==> src/rtl/refsch_pkg.sv <==
package refsch_pkg;
    typedef enum logic [2:0] {
        ST_IDLE,
        ST_ARB,
        ST_FIRE,
        ST_RECOVER,
        ST_SR_ARB,
        ST_SR_ON,
        ST_SR_EXIT
    } rs_state_e;
endpackage

==> src/rtl/refsch_interval.sv <==
// Interval timer: one tick per refresh interval (distributed) or per window (burst).
module refsch_interval #(
    parameter int REFI_CYC   = 1560,
    parameter int WINDOW_CYC = 6400000
) (
    input  logic clk,
    input  logic rst_n,
    input  logic pol_burst,
    input  logic hold,
    output logic tick
);
    localparam int LIM_MAX = (WINDOW_CYC > REFI_CYC) ? WINDOW_CYC : REFI_CYC;
    localparam int CW      = $clog2(LIM_MAX + 1);

    logic [CW-1:0] cnt_q;
    logic [CW-1:0] last;

    assign last = pol_burst ? CW'(WINDOW_CYC - 1) : CW'(REFI_CYC - 1);
    assign tick = !hold && (cnt_q == last);

    always_ff @(posedge clk) begin
        if (!rst_n)             cnt_q <= '0;
        else if (hold || tick)  cnt_q <= '0;
        else                    cnt_q <= cnt_q + 1'b1;
    end

    // a due event never repeats in the following cycle
    p_tick_single_r2: assert property (@(posedge clk) disable iff (!rst_n)
        tick |=> !tick);
endmodule

==> src/rtl/refsch_owed.sv <==
// Owed-refresh counter: saturating in distributed mode, reloaded in burst mode.
module refsch_owed #(
    parameter int BURST_CNT = 4096,
    parameter int OWED_MAX  = 8,
    parameter int OW        = 13
) (
    input  logic          clk,
    input  logic          rst_n,
    input  logic          pol_burst,
    input  logic          hold,
    input  logic          tick,
    input  logic          issue,
    output logic [OW-1:0] owed
);
    logic [OW:0] sum;
    logic [OW:0] cap;

    always_comb begin
        sum = {1'b0, owed} + (OW+1)'(tick) - (OW+1)'(issue);
        cap = pol_burst ? (OW+1)'(BURST_CNT) : (OW+1)'(OWED_MAX);
    end

    always_ff @(posedge clk) begin
        if (!rst_n)                owed <= '0;
        else if (hold)             owed <= '0;
        else if (pol_burst && tick) owed <= OW'(BURST_CNT);
        else if (sum > cap)        owed <= cap[OW-1:0];
        else                       owed <= sum[OW-1:0];
    end

    // a refresh is only fired against a nonzero debt
    p_no_underflow_r3: assert property (@(posedge clk) disable iff (!rst_n)
        issue |-> (owed != '0));
    // distributed debt never exceeds its limit
    p_owed_cap_r5: assert property (@(posedge clk) disable iff (!rst_n)
        !pol_burst |-> (owed <= OW'(OWED_MAX)));
endmodule

==> src/rtl/refsch_fsm.sv <==
// Bus arbitration, refresh issue, recovery and self-refresh sequencing.
module refsch_fsm
    import refsch_pkg::*;
#(
    parameter int TRFC_CYC = 8,
    parameter int TXSR_CYC = 12
) (
    input  logic clk,
    input  logic rst_n,
    input  logic sr_req,
    input  logic bus_gnt,
    input  logic banks_idle,
    input  logic owed_nz,
    output logic bus_req,
    output logic ref_cmd,
    output logic cke,
    output logic act_hold,
    output logic sr_hold
);
    localparam int WMAX = (TRFC_CYC > TXSR_CYC) ? TRFC_CYC : TXSR_CYC;
    localparam int WW   = $clog2(WMAX + 1);

    rs_state_e     state, state_nxt;
    logic [WW-1:0] wait_q, wait_nxt;
    logic          path_clear;

    assign path_clear = bus_gnt && banks_idle;

    always_ff @(posedge clk) begin
        if (!rst_n) begin
            state  <= ST_IDLE;
            wait_q <= '0;
        end else begin
            state  <= state_nxt;
            wait_q <= wait_nxt;
        end
    end

    always_comb begin
        state_nxt = state;
        wait_nxt  = wait_q;
        unique case (state)
            ST_IDLE: begin
                if (sr_req)       state_nxt = ST_SR_ARB;
                else if (owed_nz) state_nxt = ST_ARB;
            end
            ST_ARB: begin
                if (path_clear) state_nxt = ST_FIRE;
            end
            ST_FIRE: begin
                state_nxt = ST_RECOVER;
                wait_nxt  = WW'(TRFC_CYC - 2);
            end
            ST_RECOVER: begin
                if (wait_q == '0)
                    state_nxt = (owed_nz && path_clear && !sr_req) ? ST_FIRE : ST_IDLE;
                else
                    wait_nxt = wait_q - 1'b1;
            end
            ST_SR_ARB: begin
                if (path_clear) state_nxt = ST_SR_ON;
            end
            ST_SR_ON: begin
                if (!sr_req) begin
                    state_nxt = ST_SR_EXIT;
                    wait_nxt  = WW'(TXSR_CYC - 1);
                end
            end
            ST_SR_EXIT: begin
                if (wait_q == '0) state_nxt = ST_IDLE;
                else              wait_nxt  = wait_q - 1'b1;
            end
            default: state_nxt = ST_IDLE;
        endcase
    end

    always_comb begin
        bus_req  = (state != ST_IDLE);
        ref_cmd  = (state == ST_FIRE);
        cke      = (state != ST_SR_ON);
        act_hold = (state == ST_SR_EXIT);
        sr_hold  = (state == ST_SR_ON) || (state == ST_SR_EXIT);
    end

    // refresh only after a cycle with the bus granted and banks idle
    p_cmd_needs_path_r3: assert property (@(posedge clk) disable iff (!rst_n)
        ref_cmd |-> $past(bus_gnt && banks_idle));
    // refresh strobes are never adjacent
    p_cmd_spacing_r4: assert property (@(posedge clk) disable iff (!rst_n)
        ref_cmd |=> !ref_cmd);
    // clock enable is only dropped while the bus is owned
    p_cke_owns_bus_r8: assert property (@(posedge clk) disable iff (!rst_n)
        !cke |-> bus_req);
    // the exit delay starts with the rising clock enable
    p_exit_guard_r9: assert property (@(posedge clk) disable iff (!rst_n)
        $rose(cke) |-> act_hold);
endmodule

==> src/rtl/refresh_sched.sv <==
module refresh_sched #(
    parameter int REFI_CYC   = 1560,
    parameter int WINDOW_CYC = 6400000,
    parameter int BURST_CNT  = 4096,
    parameter int OWED_MAX   = 8,
    parameter int TRFC_CYC   = 8,
    parameter int TXSR_CYC   = 12
) (
    input  logic clk,
    input  logic rst_n,
    input  logic pol_burst,
    input  logic sr_req,
    input  logic bus_gnt,
    input  logic banks_idle,
    output logic bus_req,
    output logic ref_cmd,
    output logic ref_urgent,
    output logic cke,
    output logic act_hold
);
    localparam int OCAP = (BURST_CNT > OWED_MAX) ? BURST_CNT : OWED_MAX;
    localparam int OW   = $clog2(OCAP + 1);

    logic          tick;
    logic          sr_hold;
    logic [OW-1:0] owed;

    refsch_interval #(.REFI_CYC(REFI_CYC), .WINDOW_CYC(WINDOW_CYC)) u_interval (
        .clk(clk), .rst_n(rst_n), .pol_burst(pol_burst), .hold(sr_hold), .tick(tick)
    );

    refsch_owed #(.BURST_CNT(BURST_CNT), .OWED_MAX(OWED_MAX), .OW(OW)) u_owed (
        .clk(clk), .rst_n(rst_n), .pol_burst(pol_burst), .hold(sr_hold),
        .tick(tick), .issue(ref_cmd), .owed(owed)
    );

    refsch_fsm #(.TRFC_CYC(TRFC_CYC), .TXSR_CYC(TXSR_CYC)) u_fsm (
        .clk(clk), .rst_n(rst_n), .sr_req(sr_req), .bus_gnt(bus_gnt),
        .banks_idle(banks_idle), .owed_nz(owed != '0), .bus_req(bus_req),
        .ref_cmd(ref_cmd), .cke(cke), .act_hold(act_hold), .sr_hold(sr_hold)
    );

    assign ref_urgent = !pol_burst && (owed == OW'(OWED_MAX));

    // urgency only with work pending and the bus requested
    p_urgent_pending_r5: assert property (@(posedge clk) disable iff (!rst_n)
        $rose(ref_urgent) |=> bus_req);
endmodule

==> config.mk <==
export PLATFORM = sky130hd
export DESIGN_NAME = refresh_sched
export DESIGN_NICKNAME = d
export VERILOG_FILES = /design/src/rtl/refsch_pkg.sv /design/src/rtl/refsch_interval.sv /design/src/rtl/refsch_owed.sv /design/src/rtl/refsch_fsm.sv /design/src/rtl/refresh_sched.sv
export SDC_FILE = /design/constraint.sdc
export NUM_CORES = 1
export LEC_CHECK = 0
export BUFFER_PORTS_ARGS = -buffer_cell sky130_fd_sc_hd__buf_2
export CAP_MARGIN = 30
export CORE_UTILIZATION = 56
export DETAILED_ROUTE_END_ITERATION = 6
export PLACE_DENSITY_LB_ADDON = 0.12
export SYNTH_ARGS = -nofsm -noshare
export SYNTH_HDL_FRONTEND = slang
export SYNTH_SLANG_ARGS = --single-unit
==> constraint.sdc <==
create_clock -name clk -period 5 [get_ports clk]
set_input_delay 1.5 -clock clk [delete_from_list [all_inputs] [get_ports clk]]
set_output_delay 1.5 -clock clk [all_outputs]
set_load 0.03 [all_outputs]
; After elaboration in Yosys (flattened, before gate mapping)
; Cells that the tools add are included.
; Widths: inputs -> output; s select.
[word_totals]
register_bits = 43
in_bits = 6
out_inout_bits = 5
word_cells = 65
[classes]
n_addsub = 4
magnitude_cmp = 1
n_eq_ne = 16
n_mux = 16
bitwise = 1
reduce_logical = 22
[ops]
columns = cell, count
row1 = $mux 13, 3
row2 = $add 23x1->23 const B, 1
row3 = $eq 23x23->1, 1
row4 = $mux 23, 1
row5 = $mux 3, 7
row6 = $pmux 3 s7, 1
row7 = $add 13x1->14, 1
row8 = $gt 14x14->1, 1
row9 = $sub 14x1->14, 1
row10 = $eq 13x4->1 const B, 1
row11 = $reduce_bool 13->1, 1
row12 = $pmux 4 s3, 1
row13 = $eq 3x3->1 const B, 3
row14 = $mux 4, 2
row15 = $ne 2x1->1 const B, 4
row16 = $eq 3x2->1 const B, 2
row17 = $logic_and 1x1->1, 6
row18 = $reduce_and 6->1, 1
row19 = $reduce_bool 3->1, 2
row20 = $reduce_or 2->1, 3
row21 = $logic_not 4->1, 1
row22 = $ne 2x2->1 const B, 2
row23 = $sub 4x1->4 const B, 1
row24 = $eq 3x1->1 const B, 1
row25 = 9 further kinds, 12

; Longest topological paths before layout
[depth]
word_depth = 9
ltp_mapped = 22
mapped_depth_nobuf = 22

; By module
; From an unflattened synthesis, not the netlist that was laid out.
[hier_totals]
hier_cells = 363
hier_area_um2 = 3055.4
[modules_own_cells]
columns = mod, instances, cells_per_inst, area_per_inst_um2, seq_area_each_um2
row1 = refsch_owed, 1, 156, 1292.5, 260.2
row2 = refsch_interval, 1, 132, 1171.1, 460.4
row3 = refsch_fsm, 1, 69, 530.5, 140.1
row4 = refresh_sched, 1, 6, 61.3, 0.0

; Worst setup path after synthesis
; OpenSTA, ideal clock, no wires.
[synth_path]
kind = input to register
startpoint = input port pol_burst
endpoint = register u_owed.owed[9]
setup_time_ns = 0.058
arrival_time_ns = 5.304
path_slack_ns = -0.362
path_stages = 21
path_buffers = 0
cell_sequence = or4_1 -> nor4_1 -> a41oi_1 -> nor3_1 -> and2_1 -> ha_1 -> inv_1 -> fa_1 -> nand2b_2 -> a2111oi_4 -> o21bai_1 -> a21oi_1 -> nor2_1 -> o21bai_1 -> xnor2_1 -> inv_1 -> ha_1 -> nand2_1 -> a22oi_4 -> nand3_4 -> o21ba_1
[synth_between]
elab_chain_cells = 7
elab_cells_between_ends = 10
cone_classes = 2 x add/sub / 1 x order compare / 1 x eq/ne / 3 x mux / 3 x reduce/logical
[synth_lines]
columns = element, line_no
row1 = from (decl), refresh_sched.sv:11  ; input logic pol_burst,
row2 = $mux 23, refsch_interval.sv:18  ; assign last = pol_burst ? CW'(WINDOW_CYC - 1) : CW'(REFI_CYC - 1);
row3 = $eq 23x23->1, refsch_interval.sv:19  ; assign tick = !hold && (cnt_q == last);
row4 = $logic_and 1x1->1, refsch_interval.sv:19
row5 = $add 13x1->14, refsch_owed.sv:19  ; sum = {1'b0, owed} + (OW+1)'(tick) - (OW+1)'(issue);
row6 = $sub 14x1->14, refsch_owed.sv:19
row7 = $gt 14x14->1, refsch_owed.sv:27  ; else if (sum > cap) owed <= cap[OW-1:0];
row8 = $mux 13, refsch_owed.sv:27
row9 = to (signal assigned), refsch_owed.sv:26  ; else if (pol_burst && tick) owed <= OW'(BURST_CNT);
row10 = to (signal assigned), refsch_owed.sv:27
row11 = to (signal assigned), refsch_owed.sv:28  ; else owed <= sum[OW-1:0];
row12 = to (decl), refsch_owed.sv:13  ; output logic [OW-1:0] owed
; Several ways; a longest one is shown, not always the timed one.
; A chain may end at the register's enable or synchronous reset.

; Worst setup path after layout
[layout_path]
startpoint = input port pol_burst
endpoint = register u_owed.owed[4]
; The elaborated chain is that of the path after synthesis.

==> flow_metrics.py <==
metrics = {
    "yosys": {
        "async_flop_share_pct": 0,
        "synthCells": 363,
        "syn_nets": 394,
        "synth.area.top_cells": "dfxtp_1 (29%), ha_1 (10%), nor2_1 (6.9%), xnor2_1 (4.5%), xor2_1 (4.5%)",
        "synth_top_area_share_pct": 29.3,
        "syn_area_per_cell_um2": 8.09,
        "synth_top_area_cell": "dfxtp_1",
        "synth_edf_count": 0,
        "synth-seq-cells": 43,
        "syn_area_um2": 2940,
        "synthFlopType": "dfxtp_1",
        "synth.most_common_cell": "nor2_1",
        "yosysUniqueCellTypes": 63,
        "ys_warn_count": 0,
        "ys_top_cells_by_count": "nor2_1 (54), dfxtp_1 (43), inv_1 (32)",
        "synth_sequential_area_ratio_pct": 29.3,
    },
    "timing": {
        "max_freq_mhz": 193,
        "setup_tns_ns": -1.75,
        "hold_viol": 0,
        "slew_headroom_pct": 56.6,
        "setup_viol": 13,
        "finalCritPeriodShare_pct": 103,
        "rsz0062_at_grt": "yes",
        "worst_slew_pin_slew_ns": 0.645,
        "min_period_ns": 5.17,
        "worst_slack_ns": -0.171,
        "clock-skew-final_ns": 0.00618,
        "drv_slew": 0,
    },
    "worst_setup_path": {
        "ff2ff_path_depth": 22,
        "crit-reg2reg-launch": "u_interval.cnt_q[16]$_SDFF_PP0_",
        "worst_setup_path_start_kind": "input pin",
        "cp.arrival_ns": 5.41,
        "worstPathRequired_ns": 5.24,
        "startpoint": "pol_burst",
        "ff2ff_setup_slack_ns": 0.64,
        "end_kind": "flop",
        "path_class": "input pin to flop",
        "worstReg2RegEnd": "u_owed.owed[4]$_SDFF_PP0_",
        "cp_max_fo": 6,
        "worstSetupEndpoint": "u_owed.owed[4]$_SDFF_PP0_",
    },
    "placed_design": {
        "gp_congestion": 0.861,
        "place_area_um2": 3110,
        "port_buffers": 10,
        "dp_hpwl_mm": 4.44,
    },
    "floorplan": {
        "ios": 11,
        "die_w_um": 74.4,
        "die_h_um": 74.4,
        "num_rows": 25,
        "start_util_pct": 60.2,
        "core_area_um2": 4880,
        "die-area_um2": 5540,
    },
    "clock_network": {
        "cts_tree": "built",
        "clock_sinks": 43,
        "htreeDepth": 2,
        "cts.clk_slew.worst_paths_ns": 0.08,
        "holdBufCountCts": 0,
        "clockBufferDepth": 2,
        "cts_root_buf": "clkbuf_8",
        "cts_buffers": 5,
        "insertion_delay_ns": 0.30,
    },
    "detailed_routing": {
        "wl_mm": 5.91,
        "drt.antenna.violating_nets": 0,
        "via_per_inst": 5.46,
        "drt_iter0_markers": 103,
        "wire_per_inst_um": 13.1,
        "drc": 0,
        "routed-via-count": 2466,
        "drt-pass1-iter-count": 4,
    },
    "global_route": {
        "grt-ovfl-total": 0,
        "grt_first_pass_wirelength_mm": 9.83,
        "antenna_found_initial": 0,
        "grt_pass1_vias": 2225,
        "gr-usage-all-layers_pct": 23.2,
        "grt_start_max_net_pins": 24,
    },
    "cells_and_area": {
        "final_nets": 415,
        "drive_above_1_share_pct": 16.1,
        "area_growth_pct": 12.4,
        "final_cell_area_um2": 3300,
        "diodes": 0,
    },
    "run_status": {
        "status": "complete, but fails checks",
        "violations": "setup timing",
    },
    "min_path": {
        "hold_path_class": "flop to flop",
    },
    "run": {
        "drv_cap": 0,
    },
}
## timing repair
item	4_1_cts	5_1_grt
pin swaps	10	4
setup endpoints to repair	13	13
setup buffers	4	1
resized for setup	6	9
endpoints found under the hold margin	0	0
## per-stage QoR
stage	utilization, %	setup slack (ns)	instances	hold slack, ns
after floorplan	-	-0.188	363	0.418
after CTS	66.7	-0.204	451	0.451
after global placement	63.8	-0.475	439	0.431
after global routing	67.7	-0.454	452	0.465
final	67.7	-0.171	452	0.445
after detailed placement	63.8	-0.660	439	0.437
## layout make-up
type	instances	area, µm²
multi-input combinational	277	1980
sequential	43	861
clock inverter	3	15.0
tap	67	83.8
inverter	32	120
timing repair buffer	25	176
fill	422	1580
clock buffer	5	68.8
## layout by cell type, fill, tap and decap left out, types with 4 or more instances in the layout
cell type,synthesis,final
ha_1,24,22
o21ai_0,14,14
inv_1,32,30
nand3_1,14,14
or3_1,4,4
nor3_1,9,8
nor2_1,54,50
buf_4,2,13
xor2_1,15,15
nor4_1,7,7
dfxtp_1,43,43
xnor2_1,15,15
nor2b_1,6,6
a21oi_1,13,13
buf_2,2,9
nand2_1,25,24
and3_1,5,5
nand2b_1,4,4
clkbuf_8,0,5
## flip-flops by register name (all words and copies together), names as in the netlist
register and count:
u_owed.owed 13, u_fsm.state 3, u_fsm.wait_q 4, u_interval.cnt_q 23
## worst min-delay path by stage
| stage | from | end | slack (ns) | cells past startpoint |
|---|---|---|---|---|
| CTS | u_interval.cnt_q[0]$_SDFF_PP0_ | u_interval.cnt_q[0]$_SDFF_PP0_ | 0.45 | 1 |
| floorplan | u_interval.cnt_q[0]$_SDFF_PP0_ | u_interval.cnt_q[0]$_SDFF_PP0_ | 0.42 | 1 |
| global route | u_interval.cnt_q[0]$_SDFF_PP0_ | u_interval.cnt_q[0]$_SDFF_PP0_ | 0.47 | 1 |
| finish | u_interval.cnt_q[0]$_SDFF_PP0_ | u_interval.cnt_q[0]$_SDFF_PP0_ | 0.44 | 1 |
| detailed placement | u_interval.cnt_q[0]$_SDFF_PP0_ | u_interval.cnt_q[0]$_SDFF_PP0_ | 0.44 | 1 |
| global placement | u_interval.cnt_q[0]$_SDFF_PP0_ | u_interval.cnt_q[0]$_SDFF_PP0_ | 0.43 | 1 |
## metal layers
layer / global-route usage [%] / up-vias / share of wire (%)
li1: - / 1301 / -
met1: 32.9 / 1123 / 52
met2: 35.3 / 34 / 43
met3: 3.52 / 8 / 3.4
met4: 8.81 / 0 / 1.3
met5: 0 / - / 0
## worst max-delay path: stages
cell	delay, ns
buf_6	0.09
or4_1	0.40
nor4_1	0.19
a41oi_1	0.09
nor3_2	0.15
and2_4	0.19
ha_4	0.14
inv_2	0.04
fa_2	0.36
nand2b_4	0.16
a2111oi_4	0.32
o21bai_1	0.15
a21oi_1	0.16
nor2_1	0.07
o21bai_1	0.18
xnor2_1	0.17
inv_1	0.11
ha_4	0.29
nand2_4	0.05
a22oi_4	0.20
nand3_4	0.15
buf_4	0.17
nor2_1	0.08
## cells by family after synthesis
group	synth area share (%)
muxes	1.02
DFF	29.3
AOI/OAI and AO/OA	18.1
buffers and inverters	6.22
and+or+nand+nor	25.6
xor gates and xnor gates	8.94
adders and majority gates	10.9
Power is not shown: default switching activity piles up to over one toggle a cycle in this logic, so the estimate is an artifact.
